### src/rtl/oled_seq_pkg.sv
package oled_seq_pkg;
   typedef enum logic [2:0] {
      ST_RST_ON,
      ST_RST_WAIT,
      ST_RUN,
      ST_DONE,
      ST_UPD
   } seq_state_e;

   localparam logic [7:0] OP_CONTRAST = 8'h81;
   localparam logic [7:0] OP_SEG      = 8'hA0;
   localparam logic [7:0] OP_COMDIR   = 8'hC0;
   localparam logic [7:0] OP_MUX      = 8'hA8;
   localparam logic [7:0] OP_OFFSET   = 8'hD3;
   localparam logic [7:0] OP_CLOCK    = 8'hD5;
   localparam logic [7:0] OP_AREA     = 8'hD8;
   localparam logic [7:0] OP_PRECHG   = 8'hD9;
   localparam logic [7:0] OP_COMPINS  = 8'hDA;
   localparam logic [7:0] OP_VCOMH    = 8'hDB;
   localparam logic [7:0] OP_PUMP     = 8'h8D;
   localparam logic [7:0] OP_LUT      = 8'h91;
   localparam logic [7:0] OP_ADDRMODE = 8'h20;
   localparam logic [7:0] OP_DISP_ON  = 8'hAF;

   // steps before the table block
   localparam int FIXED_HEAD = 21;
   // steps after the table block: mode opcode, mode byte, display on
   localparam int FIXED_TAIL = 3;
endpackage

### src/rtl/oled_rst_timer.sv
module oled_rst_timer #(
   parameter int CYCLES = 200
) (
   input  logic clk,
   input  logic rst_n,
   input  logic clear,
   output logic expire
);
   localparam int CNT_W = (CYCLES > 1) ? $clog2(CYCLES + 1) : 1;

   logic [CNT_W-1:0] cnt;

   always_ff @(posedge clk or negedge rst_n) begin
      if (!rst_n)     cnt <= '0;
      else if (clear) cnt <= '0;
      else            cnt <= cnt + 1'b1;
   end

   assign expire = (cnt == CNT_W'(CYCLES - 1));
endmodule

### src/rtl/oled_cmd_rom.sv
module oled_cmd_rom
   import oled_seq_pkg::*;
#(
   parameter int LUT_LEN         = 4,
   parameter bit FORCE_PAGE_MODE = 1'b0,
   parameter int IDX_W           = 5
) (
   input  logic [IDX_W-1:0]     idx,
   input  logic [7:0]           cfg_contrast,
   input  logic                 cfg_seg_remap,
   input  logic                 cfg_com_rev,
   input  logic [7:0]           cfg_height,
   input  logic [7:0]           cfg_com_off,
   input  logic [4:0]           cfg_clk_div,
   input  logic [3:0]           cfg_clk_frq,
   input  logic                 cfg_area_col,
   input  logic                 cfg_low_pwr,
   input  logic [3:0]           cfg_pre1,
   input  logic [3:0]           cfg_pre2,
   input  logic                 cfg_com_seq,
   input  logic                 cfg_com_lr,
   input  logic [7:0]           cfg_vcomh,
   input  logic                 cfg_pump_int,
   input  logic                 cfg_lut_en,
   input  logic [LUT_LEN*8-1:0] cfg_lut,
   input  logic                 cfg_page_mode,
   output logic [7:0]           byte_o,
   output logic                 skip_o
);
   localparam int LUT_BASE = FIXED_HEAD;
   localparam int ADDR_OP  = FIXED_HEAD + LUT_LEN;
   localparam int LSEL_W   = (LUT_LEN > 1) ? $clog2(LUT_LEN) : 1;

   logic [7:0]        lut_b [LUT_LEN];
   logic [7:0]        mode_byte;
   logic [4:0]        div_m1;
   logic [7:0]        area_byte;
   logic              area_skip;
   logic [LSEL_W-1:0] lut_sel;

   for (genvar g = 0; g < LUT_LEN; g++) begin : g_lut
      assign lut_b[g] = cfg_lut[g*8 +: 8];
   end

   if (FORCE_PAGE_MODE) begin : g_page_only
      assign mode_byte = 8'h02;
   end else begin : g_mode_sel
      assign mode_byte = cfg_page_mode ? 8'h02 : 8'h00;
   end

   assign div_m1    = cfg_clk_div - 5'd1;
   assign area_skip = !(cfg_area_col || cfg_low_pwr);
   assign area_byte = (cfg_area_col ? 8'h1E : 8'h00) | (cfg_low_pwr ? 8'h05 : 8'h00);
   assign lut_sel   = LSEL_W'(idx - IDX_W'(LUT_BASE));

   always_comb begin
      byte_o = 8'h00;
      skip_o = 1'b0;
      case (idx)
         IDX_W'(0):  byte_o = OP_CONTRAST;
         IDX_W'(1):  byte_o = cfg_contrast;
         IDX_W'(2):  byte_o = OP_SEG | {7'd0, cfg_seg_remap};
         IDX_W'(3):  byte_o = OP_COMDIR | {4'd0, cfg_com_rev, 3'd0};
         IDX_W'(4):  byte_o = OP_MUX;
         IDX_W'(5):  byte_o = cfg_height - 8'd1;
         IDX_W'(6):  byte_o = OP_OFFSET;
         IDX_W'(7):  byte_o = cfg_com_off;
         IDX_W'(8):  byte_o = OP_CLOCK;
         IDX_W'(9):  byte_o = {cfg_clk_frq, div_m1[3:0]};
         IDX_W'(10): begin byte_o = OP_AREA;  skip_o = area_skip; end
         IDX_W'(11): begin byte_o = area_byte; skip_o = area_skip; end
         IDX_W'(12): byte_o = OP_PRECHG;
         IDX_W'(13): byte_o = {cfg_pre2, cfg_pre1};
         IDX_W'(14): byte_o = OP_COMPINS;
         IDX_W'(15): byte_o = {2'b00, cfg_com_lr, ~cfg_com_seq, 4'b0010};
         IDX_W'(16): byte_o = OP_VCOMH;
         IDX_W'(17): byte_o = cfg_vcomh;
         IDX_W'(18): byte_o = OP_PUMP;
         IDX_W'(19): byte_o = 8'h10 | {5'd0, cfg_pump_int, 2'b00};
         IDX_W'(20): begin byte_o = OP_LUT; skip_o = !cfg_lut_en; end
         IDX_W'(ADDR_OP):     byte_o = OP_ADDRMODE;
         IDX_W'(ADDR_OP + 1): byte_o = mode_byte;
         IDX_W'(ADDR_OP + 2): byte_o = OP_DISP_ON;
         default: begin
            if (idx >= IDX_W'(LUT_BASE) && idx < IDX_W'(ADDR_OP)) begin
               byte_o = lut_b[lut_sel];
               skip_o = !cfg_lut_en;
            end
         end
      endcase
   end
endmodule

### src/rtl/oled_seq_ctrl.sv
module oled_seq_ctrl
   import oled_seq_pkg::*;
#(
   parameter int IDX_W    = 5,
   parameter int LAST_IDX = 27
) (
   input  logic             clk,
   input  logic             rst_n,
   input  logic             tmr_expire,
   input  logic             rom_skip,
   input  logic             tx_ready,
   input  logic             upd_req,
   output seq_state_e       state,
   output logic [IDX_W-1:0] idx,
   output logic             tx_valid,
   output logic             tmr_clear
);
   always_comb begin
      tx_valid  = ((state == ST_RUN) && !rom_skip) || (state == ST_UPD);
      tmr_clear = tmr_expire || !((state == ST_RST_ON) || (state == ST_RST_WAIT));
   end

   always_ff @(posedge clk or negedge rst_n) begin
      if (!rst_n) begin
         state <= ST_RST_ON;
         idx   <= '0;
      end else begin
         case (state)
            ST_RST_ON: if (tmr_expire) state <= ST_RST_WAIT;
            ST_RST_WAIT: begin
               if (tmr_expire) begin
                  state <= ST_RUN;
                  idx   <= '0;
               end
            end
            ST_RUN: begin
               if (rom_skip || tx_ready) begin
                  if (idx == IDX_W'(LAST_IDX)) begin
                     state <= ST_DONE;
                     idx   <= '0;
                  end else begin
                     idx <= idx + 1'b1;
                  end
               end
            end
            ST_DONE: begin
               if (upd_req) begin
                  state <= ST_UPD;
                  idx   <= '0;
               end
            end
            ST_UPD: begin
               if (tx_ready) begin
                  if (idx == IDX_W'(1)) begin
                     state <= ST_DONE;
                     idx   <= '0;
                  end else begin
                     idx <= idx + 1'b1;
                  end
               end
            end
            default: state <= ST_RST_ON;
         endcase
      end
   end
endmodule

### src/rtl/oled_init_seq.sv
module oled_init_seq
   import oled_seq_pkg::*;
#(
   parameter int CLK_FREQ_HZ     = 50_000_000,
   parameter int RST_US          = 4,
   parameter int LUT_LEN         = 4,
   parameter bit FORCE_PAGE_MODE = 1'b0
) (
   input  logic                 clk,
   input  logic                 rst_n,
   input  logic [7:0]           cfg_contrast,
   input  logic                 cfg_seg_remap,
   input  logic                 cfg_com_rev,
   input  logic [7:0]           cfg_height,
   input  logic [7:0]           cfg_com_off,
   input  logic [4:0]           cfg_clk_div,
   input  logic [3:0]           cfg_clk_frq,
   input  logic                 cfg_area_col,
   input  logic                 cfg_low_pwr,
   input  logic [3:0]           cfg_pre1,
   input  logic [3:0]           cfg_pre2,
   input  logic                 cfg_com_seq,
   input  logic                 cfg_com_lr,
   input  logic [7:0]           cfg_vcomh,
   input  logic                 cfg_pump_int,
   input  logic                 cfg_lut_en,
   input  logic [LUT_LEN*8-1:0] cfg_lut,
   input  logic                 cfg_page_mode,
   input  logic                 upd_req,
   output logic                 panel_rst,
   output logic                 tx_valid,
   input  logic                 tx_ready,
   output logic [7:0]           tx_data,
   output logic                 tx_is_data,
   output logic                 init_done
);
   localparam int RST_CYC   = (CLK_FREQ_HZ / 1_000_000) * RST_US;
   localparam int N_STEPS   = FIXED_HEAD + LUT_LEN + FIXED_TAIL;
   localparam int LAST_IDX  = N_STEPS - 1;
   localparam int IDX_W     = $clog2(N_STEPS + 1);

   if (RST_CYC < 1) begin : g_bad_rst
      $error("reset interval must be at least one clock cycle");
   end
   if (LUT_LEN < 1 || LUT_LEN > 32) begin : g_bad_lut
      $error("LUT_LEN must lie in 1..32");
   end

   seq_state_e       state;
   logic [IDX_W-1:0] idx;
   logic             tmr_clear;
   logic             tmr_expire;
   logic             rom_skip;

   oled_rst_timer #(.CYCLES(RST_CYC)) u_tmr (
      .clk    (clk),
      .rst_n  (rst_n),
      .clear  (tmr_clear),
      .expire (tmr_expire)
   );

   oled_cmd_rom #(
      .LUT_LEN         (LUT_LEN),
      .FORCE_PAGE_MODE (FORCE_PAGE_MODE),
      .IDX_W           (IDX_W)
   ) u_rom (
      .idx           (idx),
      .cfg_contrast  (cfg_contrast),
      .cfg_seg_remap (cfg_seg_remap),
      .cfg_com_rev   (cfg_com_rev),
      .cfg_height    (cfg_height),
      .cfg_com_off   (cfg_com_off),
      .cfg_clk_div   (cfg_clk_div),
      .cfg_clk_frq   (cfg_clk_frq),
      .cfg_area_col  (cfg_area_col),
      .cfg_low_pwr   (cfg_low_pwr),
      .cfg_pre1      (cfg_pre1),
      .cfg_pre2      (cfg_pre2),
      .cfg_com_seq   (cfg_com_seq),
      .cfg_com_lr    (cfg_com_lr),
      .cfg_vcomh     (cfg_vcomh),
      .cfg_pump_int  (cfg_pump_int),
      .cfg_lut_en    (cfg_lut_en),
      .cfg_lut       (cfg_lut),
      .cfg_page_mode (cfg_page_mode),
      .byte_o        (tx_data),
      .skip_o        (rom_skip)
   );

   oled_seq_ctrl #(.IDX_W(IDX_W), .LAST_IDX(LAST_IDX)) u_ctrl (
      .clk        (clk),
      .rst_n      (rst_n),
      .tmr_expire (tmr_expire),
      .rom_skip   (rom_skip),
      .tx_ready   (tx_ready),
      .upd_req    (upd_req),
      .state      (state),
      .idx        (idx),
      .tx_valid   (tx_valid),
      .tmr_clear  (tmr_clear)
   );

   assign panel_rst  = (state == ST_RST_ON);
   assign init_done  = (state == ST_DONE) || (state == ST_UPD);
   assign tx_is_data = 1'b0;
endmodule

### config.mk
export PLATFORM = sky130hd
export DESIGN_NAME = oled_init_seq
export DESIGN_NICKNAME = d
export VERILOG_FILES = /design/src/rtl/oled_seq_pkg.sv /design/src/rtl/oled_rst_timer.sv /design/src/rtl/oled_cmd_rom.sv /design/src/rtl/oled_seq_ctrl.sv /design/src/rtl/oled_init_seq.sv
export SDC_FILE = /design/constraint.sdc
export NUM_CORES = 1
export LEC_CHECK = 0
export BUFFER_PORTS_ARGS = -buffer_cell sky130_fd_sc_hd__buf_2
export CAP_MARGIN = 10
export CORE_AREA = 2 2 70 72
export DETAILED_ROUTE_END_ITERATION = 8
export DIE_AREA = 0 0 72 74
export PLACE_DENSITY = 0.85
export SLEW_MARGIN = 20
export SYNTH_ARGS = -nofsm -noshare
export SYNTH_HDL_FRONTEND = slang
export SYNTH_SLANG_ARGS = --single-unit
export TNS_END_PERCENT = 1
### constraint.sdc
create_clock -name clk -period 7.1 [get_ports clk]
set_input_delay 1.065 -clock clk [delete_from_list [all_inputs] [get_ports clk]]
set_output_delay 1.065 -clock clk [all_outputs]
set_load 0.005 [all_outputs]
==> results of run 1 <==
-- metal layers --
layer  vias up  GRT usage  wire length [um]
li1       1232          -                 -
met1      1164      0.329              2690
met2       156      0.441              3350
met3        20     0.0352               516
met4         0     0.0608               166
met5         -          0                 0
-- report_power, final --
part	total [mW]	leakage (nW)	internal [mW]	switching (mW)
Clock	0.0652	0.0216	0.0375	0.0277
Combinational	0.0437	1.02	0.0259	0.0178
Sequential	0.0912	0.209	0.0912	0
Total	0.200	1.25	0.155	0.0455
-- metrics by stage --
step | setup slack, ps | power [mW] | cell area, sq um | std cells
2_1_floorplan | 3640 | 0.105 | 2210 | 283
3_3_place_gp | 3100 | 0.135 | 2710 | 420
3_5_place_dp | 3060 | 0.136 | 2710 | 420
4_1_cts | 2790 | 0.202 | 2750 | 423
5_1_grt | 2570 | 0.212 | 2750 | 423
6_report | 2830 | 0.200 | 2750 | 423
-- worst reg2reg max path: cells and delay by family (launching register included) --
kind | cells | cell delay [ps]
and+or+nand+nor | 3 | 710
AOI/OAI and AO/OA | 2 | 700
muxes | 1 | 340
DFF | 1 | 770
adders and majority gates | 1 | 620
-- cells by family (layout without fill, tap and decap cells) --
| logic type | Yosys count | count (layout) | share of synthesized area |
|---|---|---|---|
| adder cells (fa/ha/maj) | 8 | 8 | 0.0453 |
| AND/OR/NAND/NOR | 104 | 104 | 0.247 |
| buffers and inverters | 35 | 121 | 0.0668 |
| other | 1 | 1 | 0.00170 |
| XOR/XNOR | 12 | 12 | 0.0476 |
| multiplexers | 19 | 19 | 0.135 |
| AO/OA/AOI/OAI | 88 | 88 | 0.275 |
| flip-flops | 16 | 16 | 0.181 |
-- cell usage after synthesis (2+ instances only) --
library cell | instances | area share
a211oi_1 | 2 | 0.0068
a21o_1 | 3 | 0.010
a21oi_1 | 23 | 0.052
a221oi_1 | 4 | 0.016
a22o_1 | 2 | 0.0079
a22oi_1 | 5 | 0.017
a31oi_1 | 4 | 0.011
and2_1 | 2 | 0.0057
and2b_1 | 2 | 0.0068
and3_1 | 9 | 0.025
buf_1 | 2 | 0.0034
buf_2 | 10 | 0.023
clkbuf_1 | 8 | 0.014
dfrtp_1 | 16 | 0.18
ha_1 | 8 | 0.045
inv_1 | 14 | 0.024
mux2_1 | 3 | 0.015
mux2_2 | 4 | 0.020
mux2i_1 | 4 | 0.018
mux4_2 | 8 | 0.082
nand2_1 | 26 | 0.044
nand2b_1 | 2 | 0.0057
nand3_1 | 10 | 0.023
nand3b_1 | 2 | 0.0068
nand4_1 | 6 | 0.017
nor2_1 | 23 | 0.039
nor2b_1 | 5 | 0.014
nor3_1 | 6 | 0.014
o2111ai_1 | 2 | 0.0079
o21ai_0 | 16 | 0.036
o21ai_1 | 3 | 0.0068
o221ai_1 | 2 | 0.0079
o22ai_1 | 5 | 0.014
or3b_1 | 2 | 0.0079
xnor2_1 | 6 | 0.024
xor2_1 | 6 | 0.024
-- flip-flops by register name (all words and copies together), names as in the netlist --
signal        cells
u_tmr.cnt         8
u_ctrl.idx        5
u_ctrl.state      3
-- cell type report --
type	count	area [sq um]
clock buffer	3	41.3
timing repair buffer	104	523
multi-input combinational	232	1660
fill	436	1850
tap	54	67.6
sequential	16	400
inverter	14	52.6
-- final timing paths --
check,cells after the start,start,end
setup / recovery,8,u_ctrl.idx[0]$_DFFE_PN0P_,tx_data[7]
hold / removal,1,u_tmr.cnt[0]$_DFF_PN0_,u_tmr.cnt[0]$_DFF_PN0_
setup reg to reg,7,u_ctrl.idx[0]$_DFFE_PN0P_,u_ctrl.state[0]$_DFFE_PN0P_
hold reg to reg,1,u_tmr.cnt[0]$_DFF_PN0_,u_tmr.cnt[0]$_DFF_PN0_
max in group asynchronous,1,rst_n,u_ctrl.idx[0]$_DFFE_PN0P_
min in group asynchronous,1,rst_n,u_ctrl.state[1]$_DFFE_PN0P_
==> reports/metrics.csv, run 1 <==
metric,value,unit
synth_area,0.00221,sq mm
fin_setup_tns,0,ps
cp-start-kind,flip-flop,
crit_chain,"ha_1, nor3_1, or3b_4, a211oi_4, and2_1, a221oi_1, o21ai_1, buf_2",
track_usage,0.251,
syn_nets,385,
cp-end-kind,primary output,
cpMaxStageDelayCell,dfrtp_1,
start_util,0.481,
cts_tree,done,
drive_gt1_frac,0.347,
mostFrequentLayoutCells,"buf_2, nand2_1, nor2_1, a21oi_1",
wirelength,6730,um
gp_congestion,0.901,
cts.sinks,16,
ys_seq_area_frac,0.181,
port_buffers,103,
grt_pass1_wl,10800,um
clk_pin_slew,50,ps
worstPathRequired,6030,ps
mostFrequentLayoutCell,buf_2,
max_stage_delay,770,ps
die_area,0.00533,sq mm
rsz0062_at_grt,false,
grt-ovfl-total,0,
status,completed,
syn2layout_area_growth,24.3,%
worstMarginPinSlew,866,ps
crit_buf_inv,1,
dr.pass1.iters,5,
hold_path.class,flip-flop to flip-flop,
drc,0,
power_density,72.9,mW/mm^2
hold_buffers,0,
clkLatencyLatePin,250,ps
row_count,25,
die_w,72,um
cts_root_buf,clkbuf_8,
synthArstFlopShare,1.00,
cap_violations,0,
timing.hold.ws,456,ps
netlist_instances,283,
crit_path_max_fanout,16,
finalHoldViolCount,0,
die_height,74,um
yosysWarnings,0,
io-pin-count,106,
cts_buffers,3,
setup_violations,0,
cts_max_level,1,
drtIter0Drc,313,
regToRegSetupSlack,3850,ps
antenna_cells,0,
vias,2572,
path_class,flip-flop to primary output,
post-cts-setup-buffer-count,0,
antenna_found_initial,0,
fin_crit,4270,ps
slew_viol_final,0,
period_share,0.601,
fmax,234,MHz
layout.nets,473,
ant_nets,0,
ctsResizeCount,0,
synth_flop_cell,dfrtp_1,
leakage,1.25,nW
critPathTopFamily,simple AND/OR/NAND/NOR gates,
cts_max_path_buffers,2,
fin_skew,6.73,ps
avgSynthCellArea,7.81,sq um
grt_max_degree,37,
wire_per_inst,15.9,um
peakVddDrop,0.134,mV
cp.arrival,3200,ps
synth_edf_count,0,
grt_pass1_vias,2357,
vias_per_cell,6.08,
synthDistinctLibCells,64,
final_util,0.597,
ys_ff_latch,16,
core,0.00460,sq mm
slew_headroom,0.422,
place_hpwl,5300,um
Note: power is estimated with default switching activity, not from simulation.
==> inputs of run 2 (changes only) <==
--- a/config.mk
+++ b/config.mk
@@ -7,10 +7,10 @@
 export LEC_CHECK = 0
 export BUFFER_PORTS_ARGS = -buffer_cell sky130_fd_sc_hd__buf_2
 export CAP_MARGIN = 10
-export CORE_AREA = 2 2 70 72
+export CORE_AREA = 2 2 71 73
 export DETAILED_ROUTE_END_ITERATION = 8
-export DIE_AREA = 0 0 72 74
-export PLACE_DENSITY = 0.85
+export DIE_AREA = 0 0 73 75
+export PLACE_DENSITY = 0.83
 export SLEW_MARGIN = 20
 export SYNTH_ARGS = -nofsm -noshare
 export SYNTH_HDL_FRONTEND = slang
==> constraint.sdc (replaced) <==
create_clock -name clk -period 4.2 [get_ports clk]
set_input_delay 0.63 -clock clk [delete_from_list [all_inputs] [get_ports clk]]
set_output_delay 0.63 -clock clk [all_outputs]
set_load 0.005 [all_outputs]
==> run 2 against run 1 <==
Compared with the run above: worst hold slack worse by 180 ps; via count is 1.6% higher; sequential share of layout area is 0.15 points lower; count of clock-buffer cells in the layout is 1 higher; core utilization is 0.18 points lower; global-route usage is 1.1 points lower; critical path depth stayed put; first-iteration DRC count is 6.4% lower; combinational power is 70% higher; worst setup slack worse by 2300 ps; non-clock buffer count is 2 higher; wire length is 0.51% higher; largest cell class unchanged; highest routed layer unchanged.
==> reports/metrics.csv, run 2 (synthesis results as in run 1) <==
metric,value,unit,change
slew_headroom,0.392,,-0.0306
placedCellCount,422,,+0.48%
period_share,0.877,,
io-pin-count,106,,unchanged
antenna_found_initial,0,,unchanged
start_util,0.474,,-0.00645
fillers,426,,-2.3%
cap_violations,0,,unchanged
wire_per_inst,15.9,um,-0.20%
die_height,75,um,+1.4%
cpMaxStageDelayCell,dfrtp_1,,
post-cts-setup-buffer-count,0,,unchanged
cts_root_buf,clkbuf_8,,
drtIter0Drc,293,,-6.4%
power_density,132,mW/mm^2,+81%
power.total,0.366,mW,+83%
wirelength,6760,um,+0.51%
ctsResizeCount,0,,unchanged
row_count,25,,unchanged
cts.sinks,16,,unchanged
mostFrequentLayoutCell,buf_2,,
ff2ff_path_depth,8,,+1
vias,2612,,+1.6%
drc,0,,unchanged
grt_max_degree,31,,-16%
hold_buffers,0,,unchanged
hold_path.class,input port to asynchronous set/reset pin,,
status,completed,,
cp.arrival,3050,ps,-150 ps
p_clk_frac,0.375,,+0.049
crit_path_max_fanout,15,,-1
dr.pass1.iters,5,,unchanged
multi_input_area,0.00166,sq mm,unchanged
cts_tree,done,,
combPwrFrac,0.203,,-0.016
fin_setup_tns,0,ps,unchanged
finalHoldViolCount,0,,unchanged
layout.nets,475,,+0.42%
grt-ovfl-total,0,,unchanged
die_w,73,um,+1.4%
setup_violations,0,,unchanged
p_sw,0.0842,mW,+85%
peakVddDrop,0.146,mV,+9.2%
slew_viol_final,0,,unchanged
fin_crit,3680,ps,
grt_pass1_vias,2284,,-3.1%
swShare,0.230,,+0.00313
die_area,0.00548,sq mm,+2.8%
clk_pin_slew,60,ps,about the same
port_buffers,103,,unchanged
crit_chain,"ha_1, and2b_1, nand2_1, and3_1, and2_1, a221oi_1, o21ai_1, buf_2",,
drive_gt1_frac,0.352,,+0.00527
fmax,272,MHz,
fin_skew,3.63,ps,-3.10 ps
clkLatencyLatePin,250,ps,about the same
core,0.00466,sq mm,+1.4%
worstMarginPinSlew,912,ps,+45.9 ps
vias_per_cell,6.13,,+0.84%
seqPwrFrac,0.422,,-0.034
max_stage_delay,770,ps,about the same
cp-end-kind,primary output,,
top_regs,"u_tmr.cnt (8), u_ctrl.idx (5), u_ctrl.state (3)",,
leakage,1.27,nW,+1.4%
track_usage,0.240,,-0.0109
largest_register,u_tmr.cnt,,
grt_pass1_wl,10400,um,-3.3%
mostFrequentLayoutCells,"buf_2, nand2_1, nor2_1, a21oi_1",,
place_hpwl,5280,um,-0.40%
largest_reg_flops,8,,unchanged
finalNonFillerCells,426,,+0.71%
rsz0062_at_grt,false,,
cts_buffers,3,,unchanged
ant_nets,0,,unchanged
seq_area,400,sq um,unchanged
path_class,flip-flop to primary output,,
antenna_cells,0,,unchanged
syn2layout_area_growth,25.6,%,
cts_max_level,1,,unchanged
cts_max_path_buffers,2,,unchanged
gp_congestion,0.914,,+1.4%
worstPathRequired,3570,ps,-2460 ps
p_int,0.281,mW,+82%
cp-start-kind,flip-flop,,
[run 2: cell types whose count changed in the layout (fill, tap and decap cells not counted)]
cell / change
buf_4: +2
clkbuf_8: +1
[run 2: final cells by class]
cell class	count	share of cell area
well taps	54	0.0243
inverters	14	0.0189
repair buffers	106	0.194
multi-input cells	232	0.599
clock buffers	4	0.0198
flip-flops and latches	16	0.144
[run 2: worst max-delay path, delay by kind of cell (launching register included)]
kind	cells	cell delay (ps)
AND/OR/NAND/NOR	4	990
adder cells (fa/ha/maj)	1	480
AO/OA/AOI/OAI	2	390
buffers and inverters	1	160
flip-flops	1	770
[run 2: final timing paths]
kind | slack [ps] | endpoint | start
max | 520 | tx_data[7] | u_ctrl.idx[0]$_DFFE_PN0P_
min | 270 | u_tmr.cnt[2]$_DFF_PN0_ | rst_n
max reg2reg | 1210 | u_ctrl.state[0]$_DFFE_PN0P_ | u_ctrl.idx[0]$_DFFE_PN0P_
min reg2reg | 460 | u_tmr.cnt[0]$_DFF_PN0_ | u_tmr.cnt[0]$_DFF_PN0_
max in group asynchronous | 3670 | u_ctrl.idx[0]$_DFFE_PN0P_ | rst_n
min in group clk | 460 | u_tmr.cnt[0]$_DFF_PN0_ | u_tmr.cnt[0]$_DFF_PN0_
[run 2: power by group through the flow]
stage / combinational (mW) / clock [mW] / sequential [mW]
detailed placement: 0.0736 / 0 / 0.157
CTS: 0.0738 / 0.141 / 0.154
floorplan: 0.0206 / 0 / 0.157
global route: 0.0802 / 0.146 / 0.154
global placement: 0.0719 / 0 / 0.157
finish: 0.0742 / 0.137 / 0.154
[run 2: routing by layer]
metal | routed length (um) | global-route usage
met5 | 0 | 0
met4 | 202 | 0.0864
met3 | 537 | 0.0254
met2 | 3300 | 0.390
met1 | 2720 | 0.332
[run 2: stage by stage]
stage / setup WS (ps) / hold slack (ps) / area (sq um) / utilization
global placement: 818 / 445 / 2720 / 0.584
global route: 229 / 297 / 2780 / 0.595
CTS: 533 / 280 / 2780 / 0.595
detailed placement: 814 / 450 / 2720 / 0.584
floorplan: 1340 / 334 / 2210 / -
finish: 517 / 273 / 2780 / 0.595
